$ cat config.mk
export PLATFORM = sky130hd
export DESIGN_NAME = adcseq_top
export DESIGN_NICKNAME = d
export VERILOG_FILES = /design/src/rtl/adcseq_pkg.sv /design/src/rtl/adcseq_regs.sv /design/src/rtl/adcseq_fsm.sv /design/src/rtl/adcseq_bank.sv /design/src/rtl/adcseq_top.sv
export SDC_FILE = /design/constraint.sdc
export NUM_CORES = 1
export LEC_CHECK = 0
export BUFFER_PORTS_ARGS = -buffer_cell sky130_fd_sc_hd__buf_2
export CELL_PAD_IN_SITES_DETAIL_PLACEMENT = 1
export CELL_PAD_IN_SITES_GLOBAL_PLACEMENT = 2
export CORE_MARGIN = 2
export CORE_UTILIZATION = 35
export DETAILED_ROUTE_END_ITERATION = 10
export GPL_TIMING_DRIVEN = 0
export HOLD_SLACK_MARGIN = 0.02
export PLACE_DENSITY = 0.74
export REMOVE_ABC_BUFFERS = 1
export SYNTH_ARGS = -nofsm -noshare
export SYNTH_HDL_FRONTEND = slang
export SYNTH_SLANG_ARGS = --single-unit
$ cat constraint.sdc
create_clock -name clk -period 4.1 [get_ports clk]
set_clock_uncertainty 0.1 [all_clocks]
set_input_delay 0.41 -clock clk [delete_from_list [all_inputs] [get_ports clk]]
set_output_delay 0.41 -clock clk [all_outputs]
set_load 0.02 [all_outputs]
$ cat src/rtl/adcseq_pkg.sv
package adcseq_pkg;

  // Register byte offsets (12-bit view; the top resizes them to ADDR_W)
  localparam logic [11:0] OFS_CONV   = 12'h000;
  localparam logic [11:0] OFS_PWRUP  = 12'h004;
  localparam logic [11:0] OFS_SAMPLE = 12'h00C;
  localparam logic [11:0] OFS_ARM    = 12'h104;
  localparam logic [11:0] OFS_SPARE  = 12'h108;
  localparam logic [11:0] OFS_STAT   = 12'h10C;
  localparam logic [11:0] OFS_PEND   = 12'h110;
  localparam logic [11:0] OFS_RES    = 12'h120;

  // Conversion-word fields
  localparam int GO_BIT     = 4;
  localparam int SINGLE_BIT = 5;

  typedef enum logic [2:0] {
    ST_IDLE,
    ST_PWRUP,
    ST_SAMPLE,
    ST_CONVERT,
    ST_STORE
  } seq_state_e;

  // Upper halfword of the write word enables the matching lower bits.
  function automatic logic [15:0] hw_masked(input logic [15:0] old_v,
                                            input logic [31:0] wd);
    return (old_v & ~wd[31:16]) | (wd[15:0] & wd[31:16]);
  endfunction

endpackage

$ cat src/rtl/adcseq_regs.sv
module adcseq_regs
  import adcseq_pkg::*;
#(
  parameter int CH_W   = 3,
  parameter int TW     = 16,
  parameter int ADDR_W = 12
) (
  input  logic              clk,
  input  logic              rst,
  input  logic              wr_en,
  input  logic              rd_en,
  input  logic [ADDR_W-1:0] addr,
  input  logic [31:0]       wdata,
  input  logic              busy,
  input  logic              store_done,
  output logic              start_req,
  output logic [CH_W-1:0]   start_ch,
  output logic [TW-1:0]     pd_len,
  output logic [TW-1:0]     smp_len,
  output logic              irq_en,
  output logic              irq_pend,
  output logic [31:0]       rd_q
);

  localparam logic [ADDR_W-1:0] A_CONV   = ADDR_W'(OFS_CONV);
  localparam logic [ADDR_W-1:0] A_PWRUP  = ADDR_W'(OFS_PWRUP);
  localparam logic [ADDR_W-1:0] A_SAMPLE = ADDR_W'(OFS_SAMPLE);
  localparam logic [ADDR_W-1:0] A_ARM    = ADDR_W'(OFS_ARM);
  localparam logic [ADDR_W-1:0] A_SPARE  = ADDR_W'(OFS_SPARE);
  localparam logic [ADDR_W-1:0] A_STAT   = ADDR_W'(OFS_STAT);
  localparam logic [ADDR_W-1:0] A_PEND   = ADDR_W'(OFS_PEND);
  localparam logic [15:0]       GO_CLR   = ~(16'h1 << GO_BIT);

  logic [15:0] conv_q, pd_q, smp_q, arm_q, spare_q;
  logic        pend_q;
  logic [15:0] conv_new;
  logic [31:0] rd_mux;
  logic        wr_conv, wr_pd, wr_smp, wr_arm, wr_spare, wr_pend;

  assign wr_conv  = wr_en && (addr == A_CONV);
  assign wr_pd    = wr_en && (addr == A_PWRUP);
  assign wr_smp   = wr_en && (addr == A_SAMPLE);
  assign wr_arm   = wr_en && (addr == A_ARM);
  assign wr_spare = wr_en && (addr == A_SPARE);
  assign wr_pend  = wr_en && (addr == A_PEND);

  // Start bit is never stored: it acts once and reads back as zero.
  always_comb conv_new = hw_masked(conv_q, wdata) & GO_CLR;

  assign start_req = wr_conv && wdata[16+GO_BIT] && wdata[GO_BIT] &&
                     !busy && conv_new[SINGLE_BIT];
  assign start_ch  = conv_new[CH_W-1:0];
  assign pd_len    = pd_q[TW-1:0];
  assign smp_len   = smp_q[TW-1:0];
  assign irq_en    = arm_q[0];
  assign irq_pend  = pend_q;

  always_ff @(posedge clk) begin
    if (rst) begin
      conv_q  <= '0;
      pd_q    <= '0;
      smp_q   <= '0;
      arm_q   <= '0;
      spare_q <= '0;
      pend_q  <= 1'b0;
    end else begin
      if (wr_conv)  conv_q  <= conv_new;
      if (wr_pd)    pd_q    <= hw_masked(pd_q, wdata);
      if (wr_smp)   smp_q   <= hw_masked(smp_q, wdata);
      if (wr_arm)   arm_q   <= hw_masked(arm_q, wdata);
      if (wr_spare) spare_q <= hw_masked(spare_q, wdata);
      if (store_done)                pend_q <= 1'b1;
      else if (wr_pend && wdata[0])  pend_q <= 1'b0;
    end
  end

  always_comb begin
    rd_mux = '0;
    unique case (addr)
      A_CONV:   rd_mux = {16'h0, conv_q};
      A_PWRUP:  rd_mux = {16'h0, pd_q};
      A_SAMPLE: rd_mux = {16'h0, smp_q};
      A_ARM:    rd_mux = {16'h0, arm_q};
      A_SPARE:  rd_mux = {16'h0, spare_q};
      A_STAT:   rd_mux = {31'h0, busy};
      A_PEND:   rd_mux = {31'h0, pend_q};
      default:  rd_mux = '0;
    endcase
  end

  always_ff @(posedge clk) begin
    if (rst)        rd_q <= '0;
    else if (rd_en) rd_q <= rd_mux;
    else            rd_q <= '0;
  end

  // A write with an all-zero mask leaves the delay register unchanged.
  AST_MASK_HOLD: assert property (@(posedge clk) disable iff (rst)
    (wr_pd && wdata[31:16] == 16'h0) |=> $stable(pd_q));

  // The pending flag is not dropped by a write whose bit 0 is 0.
  AST_PEND_KEEP: assert property (@(posedge clk) disable iff (rst)
    (pend_q && !(wr_pend && wdata[0])) |=> pend_q);

endmodule

$ cat src/rtl/adcseq_fsm.sv
module adcseq_fsm
  import adcseq_pkg::*;
#(
  parameter int CH_W  = 3,
  parameter int TW    = 16,
  parameter int RES_W = 12
) (
  input  logic             clk,
  input  logic             rst,
  input  logic             start_req,
  input  logic [CH_W-1:0]  start_ch,
  input  logic [TW-1:0]    pd_len,
  input  logic [TW-1:0]    smp_len,
  input  logic             cmp_hi,
  output logic             busy,
  output logic [CH_W-1:0]  sel_ch,
  output logic [RES_W-1:0] dac_code,
  output logic             store_we,
  output logic [CH_W-1:0]  store_ch,
  output logic [RES_W-1:0] store_data
);

  localparam int BW = (RES_W > 1) ? $clog2(RES_W) : 1;
  localparam logic [BW-1:0] TOP_BIT = BW'(RES_W - 1);

  seq_state_e       state_q;
  logic [TW-1:0]    cnt_q;
  logic [CH_W-1:0]  ch_q;
  logic [RES_W-1:0] code_q;
  logic [BW-1:0]    bit_q;
  logic [RES_W-1:0] trial;
  logic             pd_last, smp_last;

  assign trial    = code_q | (RES_W'(1) << bit_q);
  assign pd_last  = (pd_len == '0)  || (cnt_q == pd_len  - TW'(1));
  assign smp_last = (smp_len == '0) || (cnt_q == smp_len - TW'(1));

  always_ff @(posedge clk) begin
    if (rst) begin
      state_q <= ST_IDLE;
      cnt_q   <= '0;
      ch_q    <= '0;
      code_q  <= '0;
      bit_q   <= '0;
    end else begin
      unique case (state_q)
        ST_IDLE: begin
          if (start_req) begin
            state_q <= ST_PWRUP;
            cnt_q   <= '0;
            ch_q    <= start_ch;
            code_q  <= '0;
          end
        end
        ST_PWRUP: begin
          if (pd_last) begin
            state_q <= ST_SAMPLE;
            cnt_q   <= '0;
          end else begin
            cnt_q <= cnt_q + TW'(1);
          end
        end
        ST_SAMPLE: begin
          if (smp_last) begin
            state_q <= ST_CONVERT;
            cnt_q   <= '0;
            bit_q   <= TOP_BIT;
          end else begin
            cnt_q <= cnt_q + TW'(1);
          end
        end
        ST_CONVERT: begin
          if (cmp_hi) code_q <= trial;
          if (bit_q == '0) state_q <= ST_STORE;
          else             bit_q   <= bit_q - BW'(1);
        end
        ST_STORE: state_q <= ST_IDLE;
        default:  state_q <= ST_IDLE;
      endcase
    end
  end

  assign busy       = (state_q != ST_IDLE);
  assign sel_ch     = ch_q;
  assign dac_code   = (state_q == ST_CONVERT) ? trial : '0;
  assign store_we   = (state_q == ST_STORE);
  assign store_ch   = ch_q;
  assign store_data = code_q;

  // The sequencer leaves idle only on a start request from the registers.
  AST_RISE_NEEDS_START: assert property (@(posedge clk) disable iff (rst)
    $rose(busy) |-> $past(start_req));

  // Once running, the converted channel does not move.
  AST_CH_HELD: assert property (@(posedge clk) disable iff (rst)
    (busy && $past(busy)) |-> $stable(ch_q));

  // The search ends in the store step, never straight back to idle.
  AST_STORE_AFTER_SEARCH: assert property (@(posedge clk) disable iff (rst)
    (state_q == ST_CONVERT && bit_q == '0) |=> store_we);

endmodule

$ cat src/rtl/adcseq_bank.sv
module adcseq_bank #(
  parameter int NUM_CH = 8,
  parameter int CH_W   = 3,
  parameter int RES_W  = 12
) (
  input  logic             clk,
  input  logic             rst,
  input  logic             we,
  input  logic [CH_W-1:0]  wch,
  input  logic [RES_W-1:0] wdata,
  input  logic             rd_en,
  input  logic [CH_W-1:0]  rch,
  output logic [RES_W-1:0] rd_data,
  output logic             rd_valid
);

  // Storage without reset, so it maps to RAM; a reset-able valid bit per slot.
  logic [RES_W-1:0] mem [NUM_CH];
  logic [NUM_CH-1:0] vld_q;
  logic              rch_ok;

  assign rch_ok = (int'(rch) < NUM_CH);

  always_ff @(posedge clk) begin
    if (we) mem[wch] <= wdata;
  end

  always_ff @(posedge clk) begin
    if (rst)     vld_q <= '0;
    else if (we) vld_q[wch] <= 1'b1;
  end

  always_ff @(posedge clk) begin
    if (rd_en) rd_data <= mem[rch];
  end

  always_ff @(posedge clk) begin
    if (rst)        rd_valid <= 1'b0;
    else if (rd_en) rd_valid <= rch_ok && vld_q[rch];
  end

  // A slot never holds data right after reset.
  AST_VALID_CLEARED: assert property (@(posedge clk)
    $past(rst) |-> (vld_q == '0));

endmodule

$ cat src/rtl/adcseq_top.sv
module adcseq_top
  import adcseq_pkg::*;
#(
  parameter int NUM_CH = 8,
  parameter int RES_W  = 12,
  parameter int TW     = 16,
  parameter int ADDR_W = 12,
  parameter int CH_W   = (NUM_CH > 1) ? $clog2(NUM_CH) : 1
) (
  input  logic              clk,
  input  logic              rst,
  input  logic              bus_wr,
  input  logic              bus_rd,
  input  logic [ADDR_W-1:0] bus_addr,
  input  logic [31:0]       bus_wdata,
  output logic [31:0]       bus_rdata,
  output logic              irq,
  output logic [CH_W-1:0]   ana_sel,
  output logic [RES_W-1:0]  dac_code,
  input  logic              cmp_hi
);

  localparam logic [ADDR_W-1:0] RES_BASE = ADDR_W'(OFS_RES);

  logic              start_req, busy, irq_en, irq_pend, store_we;
  logic [CH_W-1:0]   start_ch, store_ch;
  logic [TW-1:0]     pd_len, smp_len;
  logic [RES_W-1:0]  store_data, bank_data;
  logic              bank_vld;
  logic [31:0]       reg_rd;
  logic [ADDR_W-1:0] res_off;
  logic              res_hit, sel_bank_q, irq_q;

  assign res_off = bus_addr - RES_BASE;
  assign res_hit = (bus_addr >= RES_BASE) && (res_off[1:0] == 2'b00) &&
                   (int'(res_off[ADDR_W-1:2]) < NUM_CH);

  adcseq_regs #(.CH_W(CH_W), .TW(TW), .ADDR_W(ADDR_W)) u_regs (
    .clk        (clk),
    .rst        (rst),
    .wr_en      (bus_wr),
    .rd_en      (bus_rd),
    .addr       (bus_addr),
    .wdata      (bus_wdata),
    .busy       (busy),
    .store_done (store_we),
    .start_req  (start_req),
    .start_ch   (start_ch),
    .pd_len     (pd_len),
    .smp_len    (smp_len),
    .irq_en     (irq_en),
    .irq_pend   (irq_pend),
    .rd_q       (reg_rd)
  );

  adcseq_fsm #(.CH_W(CH_W), .TW(TW), .RES_W(RES_W)) u_fsm (
    .clk        (clk),
    .rst        (rst),
    .start_req  (start_req),
    .start_ch   (start_ch),
    .pd_len     (pd_len),
    .smp_len    (smp_len),
    .cmp_hi     (cmp_hi),
    .busy       (busy),
    .sel_ch     (ana_sel),
    .dac_code   (dac_code),
    .store_we   (store_we),
    .store_ch   (store_ch),
    .store_data (store_data)
  );

  adcseq_bank #(.NUM_CH(NUM_CH), .CH_W(CH_W), .RES_W(RES_W)) u_bank (
    .clk      (clk),
    .rst      (rst),
    .we       (store_we),
    .wch      (store_ch),
    .wdata    (store_data),
    .rd_en    (bus_rd && res_hit),
    .rch      (res_off[CH_W+1:2]),
    .rd_data  (bank_data),
    .rd_valid (bank_vld)
  );

  always_ff @(posedge clk) begin
    if (rst) begin
      sel_bank_q <= 1'b0;
      irq_q      <= 1'b0;
    end else begin
      sel_bank_q <= bus_rd && res_hit;
      irq_q      <= irq_pend && irq_en;
    end
  end

  assign bus_rdata = sel_bank_q ? (bank_vld ? 32'(bank_data) : 32'h0) : reg_rd;
  assign irq       = irq_q;

  // Storing a result raises the pending flag on the next edge.
  AST_STORE_SETS_PEND: assert property (@(posedge clk) disable iff (rst)
    store_we |=> irq_pend);

  // Armed and pending leads to the interrupt one edge later.
  AST_IRQ_FOLLOWS: assert property (@(posedge clk) disable iff (rst)
    (irq_pend && irq_en) |=> irq);

  // Without a pending flag the interrupt drops on the next edge.
  AST_IRQ_QUIET: assert property (@(posedge clk) disable iff (rst)
    !irq_pend |=> !irq);

endmodule

==> load_flow_metrics.sql, run 1 <==
INSERT INTO impl_metrics (metric_group, metric, value, unit) VALUES
('finish', 'final_net_count', '1328', ''),
('critical_path', 'critical_path.max_stage_delay', '1150', 'ps'),
('finish', 'final_core_util', '40.6', '%'),
('critical_path', 'setup.worst_path.end_class', 'register', ''),
('floorplanning', 'die_h', '190', 'um'),
('synthesis', 'synth-main-ff-cell', 'sky130_fd_sc_hd__dfxtp_1', ''),
('clock_tree', 'clockBufferDepth', '3', ''),
('sta', 'unrepaired_setup_endpoints_after_global_routing', 'false', ''),
('synthesis', 'number_of_enable_type_register_cells_in_the_synthesized_netlist', '108', ''),
('drt', 'vias', '9272', ''),
('clock_tree', 'cts.sink_count', '253', ''),
('global_route', 'grt_antenna_before_repair', '3', ''),
('global_route', 'gr-usage-all-layers', '19.4', '%'),
('clock_tree', 'cts.htree.levels', '1', ''),
('hold_path', 'type_of_the_most_critical_hold_path', 'input pin to register', ''),
('drt', 'initial_drt_pass_iterations', '5', ''),
('global_route', 'global_route_wire_length_before_repair', '54.2', 'mm'),
('drt', 'antenna_left', '0', ''),
('placement', 'numPlacedInstances', '1684', ''),
('synthesis', 'synth_cells', '1246', ''),
('drt', 'wl_met3', '1.52', 'mm'),
('critical_path', 'critical-path-slowest-cell', 'sky130_fd_sc_hd__and2_1', ''),
('floorplanning', 'dieWidth', '190', 'um'),
('critical_path', 'critPathKind', 'input pin to register', ''),
('critical_path', 'critical_path_arrival', '4060', 'ps'),
('synthesis', 'synth_area', '12000', 'um^2'),
('clock_tree', 'clockRootBuffer', 'sky130_fd_sc_hd__clkbuf_16', ''),
('drt', 'routed_via_density', '5.33', ''),
('flow_run', 'maxCapViolCount', '0', ''),
('critical_path', 'crit_path_cell_trace', 'buf_2 > or4_1 > nor4_2 > and3_1 > and2_1 > nand2_1 > mux2i_1 > nor2_1', ''),
('critical_path', 'timing.critical_path.from_type', 'input pin', ''),
('placement', 'io_buffer_count', '80', ''),
('floorplanning', 'starting_utilization_of_the_core_area', '35.7', '%'),
('floorplanning', 'boundaryPins', '97', ''),
('synthesis', 'async_reset_ff_share', '0', '%'),
('sta', 'setup_viol_count_final', '0', ''),
('clock_tree', 'tritoncts_clock_tree', 'built', ''),
('clock_tree', 'cts.reportedPaths.clkPinSlew', '60', 'ps'),
('drt', 'top_layer_used', 'met5', ''),
('global_route', 'final_global_route_overflow_total', '0', ''),
('finish', 'multi_input_comb_area', '5380', 'um^2'),
('global_route', 'via_count_of_the_first_global_routing_pass', '9336', ''),
('clock_tree', 'cts_post_setup_buffers_inserted', '0', ''),
('pwr', 'vdd_drop_max', '0.308', 'mV'),
('drt', 'drtIter0Drc', '508', ''),
('sta', 'finalWorstPathRequiredPeriod', '3730', 'ps'),
('critical_path', 'critPathRequiredTime', '4440', 'ps'),
('pwr', 'power_density', '393', 'nW/um^2'),
('clock_tree', 'cts-hold-fix-buffers', '0', ''),
('critical_path', 'path_max_fanout', '30', ''),
('sta', 'hold_violation_count_in_the_final_report', '0', ''),
('clock_tree', 'clock_latency_on_the_worst_skew_pair', '550', 'ps'),
('drt', 'avgRoutedWirePerCell', '20.0', 'um'),
('drt', 'drc', '0', ''),
('sta', 'max_slew.worst_pin.slew', '1360', 'ps'),
('pwr', 'totalPowerFinal', '5370', 'uW'),
('synthesis', 'synth.lib_cells_used.distinct', '66', ''),
('finish', 'most_common_library_cell_in_the_layout_ignoring_fill_and_taps', 'sky130_fd_sc_hd__nand2_1', ''),
('drt', 'total_routed_wire_length_on_the_met1_layer', '16.9', 'mm'),
('floorplanning', 'die-area', '35900', 'um^2'),
('drt', 'drt-total-wl', '34.8', 'mm'),
('pwr', 'leakage', '0.00457', 'uW'),
('sta', 'max_slew_margin', '9.55', '%'),
('clock_tree', 'cts-buffers-inserted', '29', ''),
('finish', 'post_route_cells_drive_above_1_share', '16.7', '%'),
('run_status', 'run_status', 'complete, no violations', ''),
('finish', 'areaGrowthSynthToFinish', '13.5', '%'),
('sta', 'final_worst_path_period_share', '90.9', '%'),
('placement', 'final_weighted_congestion_in_routability_driven_placement', '0.813', ''),
('synthesis', 'yosysWarningCount', '0', ''),
('synthesis', 'syn-mean-instance-area', '9.67', 'um^2');
[path summary, 6_finish.rpt]
kind,slack [ps],to,cells past startpoint,startpoint
worst max-delay path,370,register,8,bus_addr[1]
worst min register to register,350,register,2,register
worst max register to register,390,u_fsm.cnt_q[15],11,register
worst min-delay path,50,register,3,bus_wdata[3]
[synthesized netlist by cell type (7+ instances only)]
cell type and n:
sky130_fd_sc_hd__inv_1 31, sky130_fd_sc_hd__clkbuf_1 81, sky130_fd_sc_hd__a22o_1 7, sky130_fd_sc_hd__a21oi_1 117, sky130_fd_sc_hd__ha_1 12, sky130_fd_sc_hd__xor2_1 15
sky130_fd_sc_hd__edfxtp_1 108, sky130_fd_sc_hd__dfxtp_1 145, sky130_fd_sc_hd__nor2_1 87, sky130_fd_sc_hd__mux2i_1 22, sky130_fd_sc_hd__nor2b_1 10, sky130_fd_sc_hd__nor4_1 9
sky130_fd_sc_hd__o21ai_0 25, sky130_fd_sc_hd__buf_4 16, sky130_fd_sc_hd__buf_2 7, sky130_fd_sc_hd__mux4_2 26, sky130_fd_sc_hd__a31oi_1 8, sky130_fd_sc_hd__o21a_1 7
sky130_fd_sc_hd__xnor2_1 28, sky130_fd_sc_hd__nand3_1 96, sky130_fd_sc_hd__nand4_1 9, sky130_fd_sc_hd__nand2_1 215, sky130_fd_sc_hd__and3_1 11, sky130_fd_sc_hd__mux2_2 28
sky130_fd_sc_hd__nor3_1 28, sky130_fd_sc_hd__a222oi_1 14
[timing repair]
action | in CTS | in global routing
endpoints found under the hold margin | 0 | 0
resized for setup | 2 | 2
endpoints found under the setup margin | 4 | 2
[power breakdown]
part	leakage (uW)	total, uW	internal [uW]	switching (uW)
sequential	0.00206	2610	2610	0.172
clock	0.000468	2600	1540	1050
combinational	0.00205	169	54.6	114
total	0.00457	5370	4200	1170
[cell type report]
class / count / area share (%)
Clock inverter: 10 / 0.842
Tap cell: 448 / 4.10
Multi-Input combinational cell: 864 / 39.4
Timing Repair Buffer: 88 / 3.74
Inverter: 31 / 0.851
Clock buffer: 44 / 6.16
Sequential cell: 253 / 44.9
Antenna cell: 1 / 0.0183
[metal layers]
layer | track usage [%] | vias to the layer above
met5 | 0 | -
met4 | 4.00 | 2
met3 | 2.34 | 44
met2 | 31.2 | 180
met1 | 28.0 | 4595
li1 | - | 4451
[critical path: cells and delay by family]
family                 cells  cell delay [ps]
muxes                      1              190
buffers and inverters      1               90
and+or+nand+nor            6             3350
[metrics by stage]
| stage | TNS [ps] | cell area (um^2) | setup slack, ps |
|---|---|---|---|
| floorplan | -4310 | 11600 | -408 |
| global placement | -96490 | 12600 | -3060 |
| detailed placement | -14430 | 12700 | -644 |
| CTS | 0 | 13700 | 132 |
| global route | 0 | 13700 | 79.6 |
| finish | 0 | 13700 | 375 |
[cell families after synthesis]
| kind of cell | share of synthesized area, % |
|---|---|
| xor+xnor | 3.13 |
| buf+inv | 5.19 |
| mux | 9.31 |
| simple gates | 19.3 |
| fa+ha+maj | 1.25 |
| flops | 51.0 |
| compound gates | 10.8 |
| other cells | 0.0311 |
Power figures use the tool's default switching activity.
==> inputs of run 2 (changes only) <==
--- a/config.mk
+++ b/config.mk
@@ -9,11 +9,12 @@
 export CELL_PAD_IN_SITES_DETAIL_PLACEMENT = 1
 export CELL_PAD_IN_SITES_GLOBAL_PLACEMENT = 2
 export CORE_MARGIN = 2
-export CORE_UTILIZATION = 35
+export CORE_UTILIZATION = 38
 export DETAILED_ROUTE_END_ITERATION = 10
 export GPL_TIMING_DRIVEN = 0
 export HOLD_SLACK_MARGIN = 0.02
-export PLACE_DENSITY = 0.74
+export PLACE_DENSITY = 0.79
+export RECOVER_POWER = 100
 export REMOVE_ABC_BUFFERS = 1
 export SYNTH_ARGS = -nofsm -noshare
 export SYNTH_HDL_FRONTEND = slang
==> load_flow_metrics.sql, run 2 (synthesized netlist as in run 1, its figures left out) <==
INSERT INTO impl_metrics (metric_group, metric, value, unit) VALUES
('critical_path', 'timing.critical_path.from', 'bus_addr[1]', ''),
('floorplanning', 'starting_utilization_of_the_core_area', '38.4', '%'),
('drt', 'initial_drt_pass_iterations', '6', ''),
('floorplanning', 'design.core.area', '31400', 'um^2'),
('finish', 'post_route_cells_drive_above_1_share', '12.9', '%'),
('run_status', 'run_status', 'finished, violations left', ''),
('drt', 'antenna_left', '0', ''),
('clock_tree', 'cts.reportedPaths.clkPinSlew', '70', 'ps'),
('flow_run', 'maxCapViolCount', '6', ''),
('sta', 'max_slew.worst_pin.slew', '2320', 'ps'),
('finish', 'layout.cell_area.non_filler', '13600', 'um^2'),
('finish', 'most_common_library_cell_in_the_layout_ignoring_fill_and_taps', 'sky130_fd_sc_hd__nand2_1', ''),
('placement', 'placed_area', '12600', 'um^2'),
('placement', 'final_weighted_congestion_in_routability_driven_placement', '0.795', ''),
('placement', 'hpwlAfterDp', '23.2', 'mm'),
('pwr', 'power_density', '405', 'nW/um^2'),
('critical_path', 'critical-path-slowest-cell', 'sky130_fd_sc_hd__and2_1', ''),
('critical_path', 'timing.critical_path.from_type', 'input pin', ''),
('global_route', 'via_count_of_the_first_global_routing_pass', '9474', ''),
('critical_path', 'timing.reg2reg.worst_path_depth', '11', ''),
('clock_tree', 'tritoncts_clock_tree', 'built', ''),
('drt', 'vias', '9376', ''),
('critical_path', 'critical_path.max_stage_delay', '840', 'ps'),
('sta', 'post-route-worst-setup-slack', '189', 'ps'),
('global_route', 'grt_max_degree', '69', ''),
('global_route', 'gr-usage-all-layers', '20.7', '%'),
('critical_path', 'critPathRequiredTime', '4430', 'ps'),
('global_route', 'grt_antenna_before_repair', '3', ''),
('finish', 'final.fill_count', '3556', ''),
('hold_path', 'hold_path_startpoint', 'bus_wdata[15]', ''),
('critical_path', 'crit_path_cell_trace', 'buf_2 > or4_1 > nor4_2 > and2_1 > nand2_1 > nor3_2 > or2_2 > nor2_1 > a221o_1', ''),
('critical_path', 'path_max_fanout', '16', ''),
('clock_tree', 'cts-buffers-inserted', '28', ''),
('global_route', 'global_route_wire_length_before_repair', '54.3', 'mm'),
('critical_path', 'critPathKind', 'input pin to register', ''),
('hold_path', 'worst_hold_path_stage_count', '3', ''),
('hold_path', 'type_of_the_most_critical_hold_path', 'input pin to register', ''),
('floorplanning', 'fp-row-count', '65', ''),
('critical_path', 'setup.worst_path.end_class', 'register', ''),
('sta', 'final_worst_path_period_share', '95.4', '%'),
('drt', 'routed_via_density', '5.54', ''),
('floorplanning', 'boundaryPins', '97', ''),
('placement', 'detailedPlace.worstSlack', '-596', 'ps'),
('finish', 'final_net_count', '1328', ''),
('sta', 'finalWorstPathRequiredPeriod', '3910', 'ps'),
('sta', 'setup_viol_count_final', '0', ''),
('run_status', 'violated_checks', 'capacitance limit, slew limit', ''),
('drt', 'drc', '0', ''),
('clock_tree', 'cts.htree.levels', '1', ''),
('floorplanning', 'die_h', '182', 'um'),
('finish', 'seq_area', '6150', 'um^2'),
('clock_tree', 'clockBufferDepth', '3', ''),
('finish', 'multi_input_comb_area', '5340', 'um^2'),
('global_route', 'final_global_route_overflow_total', '0', ''),
('clock_tree', 'cts-hold-fix-buffers', '0', ''),
('sta', 'unrepaired_setup_endpoints_after_global_routing', 'false', ''),
('sta', 'max_slew_margin', '-55.0', '%'),
('sta', 'hold_violation_count_in_the_final_report', '0', ''),
('finish', 'areaGrowthSynthToFinish', '12.7', '%'),
('sta', 'slew_viol_final', '95', ''),
('critical_path', 'critical_path_arrival', '4250', 'ps'),
('clock_tree', 'clockRootBuffer', 'sky130_fd_sc_hd__clkbuf_16', ''),
('pwr', 'vdd_drop_max', '0.329', 'mV'),
('clock_tree', 'cts.sink_count', '253', ''),
('drt', 'drtIter0Drc', '786', ''),
('placement', 'io_buffer_count', '80', ''),
('finish', 'layout_common_cells', 'sky130_fd_sc_hd__nand2_1, sky130_fd_sc_hd__dfxtp_1, sky130_fd_sc_hd__a21oi_1', ''),
('critical_path', 'rr_endpoint', 'u_fsm.cnt_q[12]', ''),
('drt', 'drt-total-wl', '34.5', 'mm'),
('sta', 'fmax', '256', 'MHz'),
('drt', 'avgRoutedWirePerCell', '20.4', 'um'),
('pwr', 'leakage', '0.00442', 'uW'),
('floorplanning', 'die-area', '33100', 'um^2'),
('floorplanning', 'dieWidth', '182', 'um'),
('clock_tree', 'clock_latency_on_the_worst_skew_pair', '550', 'ps'),
('critical_path', 'reg2reg_setup_slack', '290', 'ps');
[run 2: cell count changes in the layout (fill, tap and decap cells not counted), sizes merged]
cell,change
clkinvlp,+3
buf,-37
clkbuf,+30
bufinv,+3
inv,-1
diode,+1
[run 2: final cells by class]
type / instances / area share (%)
clock inverters: 15 / 1.73
well taps: 402 / 3.71
inverters: 31 / 0.858
diodes: 2 / 0.0369
multi-input cells: 864 / 39.3
flip-flops and latches: 253 / 45.3
clock buffers: 36 / 5.75
repair buffers: 89 / 3.27
[run 2: power breakdown]
group	internal, uW	switching, uW
clock network	1660	1060
registers	2610	0.164
logic	54.2	114
[run 2: stage by stage]
stage	utilization (%)	power [uW]	hold slack [ps]	instances	TNS, ps
CTS	43.5	5550	36.9	1690	0
finish	43.2	5500	56.1	1692	0
floorplan	-	2720	325	1148	-4310
detailed placement	40.3	2830	347	1639	-11410
global route	43.2	5660	49.9	1692	0
global placement	39.8	2830	339	1630	-87310
[run 2: worst max-delay path by stage]
stage | end | slack [ps]
after floorplan | register | -410
after global placement | register | -2780
after detailed placement | u_fsm.cnt_q[4] | -600
after CTS | u_fsm.cnt_q[15] | 220
after global routing | u_fsm.cnt_q[15] | 10
final | u_fsm.cnt_q[15] | 190
[run 2: what timing repair did]
action	4_1_cts	5_1_grt
resized for setup	2	0
endpoints found under the setup margin	4	0
setup buffers	0	0
[run 2: per-layer routing]
metal  vias up  wire [um]  track usage (%)
met5         -         13                0
met4         2        600             4.58
met3        44       1400             2.53
met2       194      15800             33.6
met1      4688      16700             29.8
li1       4448          -                -
[run 2: worst max-delay path: cells and delay by family]
family | cells | cell delay (ps)
AND/OR/NAND/NOR | 7 | 3290
buffers and inverters | 1 | 90
AO/OA/AOI/OAI | 1 | 430
==> inputs of run 3 (changes only) <==
==> constraint.sdc (replaced) <==
create_clock -name clk -period 3.6 [get_ports clk]
set_clock_uncertainty 0.1 [all_clocks]
set_input_delay 0.36 -clock clk [delete_from_list [all_inputs] [get_ports clk]]
set_output_delay 0.36 -clock clk [all_outputs]
set_load 0.02 [all_outputs]
==> load_flow_metrics.sql, run 3 (synthesized netlist as in run 1, its figures left out) <==
INSERT INTO impl_metrics (metric_group, metric, value, unit) VALUES
('drt', 'routed_via_density', '5.56', ''),
('drt', 'vias', '9499', ''),
('run_status', 'violated_checks', 'capacitance limit, slew limit', ''),
('clock_tree', 'cts.htree.levels', '1', ''),
('critical_path', 'timing.critical_path.from_type', 'register', ''),
('hold_path', 'hold_path_startpoint', 'bus_wdata[0]', ''),
('drt', 'initial_drt_pass_iterations', '5', ''),
('floorplanning', 'boundaryPins', '97', ''),
('sta', 'fmax', '298', 'MHz'),
('placement', 'hpwlAfterDp', '23.2', 'mm'),
('clock_tree', 'cts.sink_count', '253', ''),
('clock_tree', 'cts.reportedPaths.clkPinSlew', '60', 'ps'),
('finish', 'final.fill_count', '3538', ''),
('drt', 'antenna_left', '0', ''),
('critical_path', 'critical_path_arrival', '3690', 'ps'),
('sta', 'slew_viol_final', '37', ''),
('placement', 'final_weighted_congestion_in_routability_driven_placement', '0.795', ''),
('clock_tree', 'clockRootBuffer', 'sky130_fd_sc_hd__clkbuf_16', ''),
('sta', 'final_worst_path_period_share', '93.2', '%'),
('critical_path', 'path_max_fanout', '20', ''),
('floorplanning', 'starting_utilization_of_the_core_area', '38.4', '%'),
('pwr', 'leakage', '0.00455', 'uW'),
('finish', 'areaGrowthSynthToFinish', '14.5', '%'),
('critical_path', 'critPathRequiredTime', '3930', 'ps'),
('hold_path', 'type_of_the_most_critical_hold_path', 'input pin to register', ''),
('critical_path', 'setup.worst_path.end_class', 'register', ''),
('finish', 'layout_common_cells', 'sky130_fd_sc_hd__nand2_1, sky130_fd_sc_hd__dfxtp_1, sky130_fd_sc_hd__a21oi_1', ''),
('global_route', 'grt_max_degree', '69', ''),
('finish', 'final_net_count', '1346', ''),
('global_route', 'gr-usage-all-layers', '20.9', '%'),
('sta', 'hold-worst-slack', '51.1', 'ps'),
('sta', 'unrepaired_setup_endpoints_after_global_routing', 'false', ''),
('global_route', 'grt_util_met1', '30.1', '%'),
('run_status', 'run_status', 'finished, violations left', ''),
('global_route', 'grt_antenna_before_repair', '2', ''),
('finish', 'post_route_cells_drive_above_1_share', '13.3', '%'),
('critical_path', 'critPathKind', 'register to register', ''),
('placement', 'io_buffer_count', '80', ''),
('global_route', 'final_global_route_overflow_total', '0', ''),
('clock_tree', 'clock_latency_on_the_worst_skew_pair', '560', 'ps'),
('drt', 'avgRoutedWirePerCell', '20.3', 'um'),
('sta', 'max_slew_margin', '-5.43', '%'),
('sta', 'hold_violation_count_in_the_final_report', '0', ''),
('sta', 'totalNegativeSetupSlack', '0', 'ps'),
('drt', 'drtIter0Drc', '822', ''),
('global_route', 'global_route_wire_length_before_repair', '54.6', 'mm'),
('drt', 'drt-total-wl', '34.7', 'mm'),
('clock_tree', 'cts-buffers-inserted', '28', ''),
('pwr', 'vdd_drop_max', '0.379', 'mV'),
('floorplanning', 'design.core.area', '31400', 'um^2'),
('sta', 'setup_viol_count_final', '0', ''),
('global_route', 'gr-max-usage-layer', 'met2', ''),
('sta', 'finalWorstPathRequiredPeriod', '3350', 'ps'),
('global_route', 'grt.met2_usage', '33.9', '%'),
('floorplanning', 'dieWidth', '182', 'um'),
('flow_run', 'maxCapViolCount', '4', ''),
('floorplanning', 'fp-row-count', '65', ''),
('clock_tree', 'tritoncts_clock_tree', 'built', ''),
('floorplanning', 'die_h', '182', 'um'),
('global_route', 'use_met3', '2.39', '%'),
('finish', 'most_common_library_cell_in_the_layout_ignoring_fill_and_taps', 'sky130_fd_sc_hd__nand2_1', ''),
('clock_tree', 'clockBufferDepth', '3', ''),
('floorplanning', 'die-area', '33100', 'um^2'),
('global_route', 'via_count_of_the_first_global_routing_pass', '9555', ''),
('drt', 'drc', '0', ''),
('sta', 'max_slew.worst_pin.slew', '1580', 'ps'),
('pwr', 'power_density', '456', 'nW/um^2');
-- run 3: cell count changes in the layout (fill, tap and decap cells not counted), moves of 2 or more --
cell	previous run	this run
sky130_fd_sc_hd__buf_4	1	3
sky130_fd_sc_hd__and2_1	6	3
sky130_fd_sc_hd__dlygate4sd3_1	0	17
sky130_fd_sc_hd__and2_2	0	3
sky130_fd_sc_hd__clkbuf_1	40	38
-- run 3: cell type report --
class	count	area, um^2	area share, %
antenna	1	2.50	0.0181
clock buffer	36	781	5.66
clock inverter	15	235	1.71
inverter	31	116	0.844
multi-input combinational	864	5380	39.0
sequential	253	6150	44.6
tap	402	503	3.65
timing repair buffer	107	627	4.54
-- run 3: worst paths after layout --
kind | endpoint | slack (ps) | depth (start not counted)
worst max-delay path | u_fsm.cnt_q[12] | 250 | 11
worst min-delay path | register | 50 | 3
worst max register to register | u_fsm.cnt_q[12] | 250 | 11
worst min register to register | register | 360 | 2
-- run 3: report_power, final --
part,internal [uW],switching [uW]
sequential,2970,0.188
clock,1890,1210
combinational,75.0,134
-- run 3: per-stage QoR --
stage	setup slack, ps	utilization, %	cell area (um^2)	total power [uW]	instances
after floorplan	-858	-	11600	3100	1148
after global placement	-3230	39.8	12500	3220	1630
after detailed placement	-1050	40.3	12600	3230	1639
after CTS	29.2	44.1	13800	6340	1707
after global routing	26.3	43.9	13800	6470	1709
final	246	43.9	13800	6290	1709
-- run 3: timing repair --
action                     in CTS  in global routing
resized for setup               8                  4
hold endpoints to repair       71                  0
setup endpoints to repair      38                  8
pin swaps                       0                  0
hold buffers                   17                  0
setup buffers                   0                  1
-- run 3: routing by layer --
metal | wire length, um | vias to the layer above
met5 | 11 | -
met2 | 15900 | 232
met3 | 1610 | 46
li1 | - | 4477
met1 | 16600 | 4742
met4 | 662 | 2
-- run 3: critical path: stages (launching register included) --
cell                        delay, ps
sky130_fd_sc_hd__dfxtp_1          410
sky130_fd_sc_hd__inv_1            130
sky130_fd_sc_hd__ha_1             270
sky130_fd_sc_hd__nor3b_4          220
sky130_fd_sc_hd__nand2_1           70
sky130_fd_sc_hd__a2111oi_0        490
sky130_fd_sc_hd__nand4_1          190
sky130_fd_sc_hd__nor4_2           360
sky130_fd_sc_hd__a31oi_1          230
sky130_fd_sc_hd__o21a_4           340
sky130_fd_sc_hd__and3_1           190
sky130_fd_sc_hd__a221o_1          250
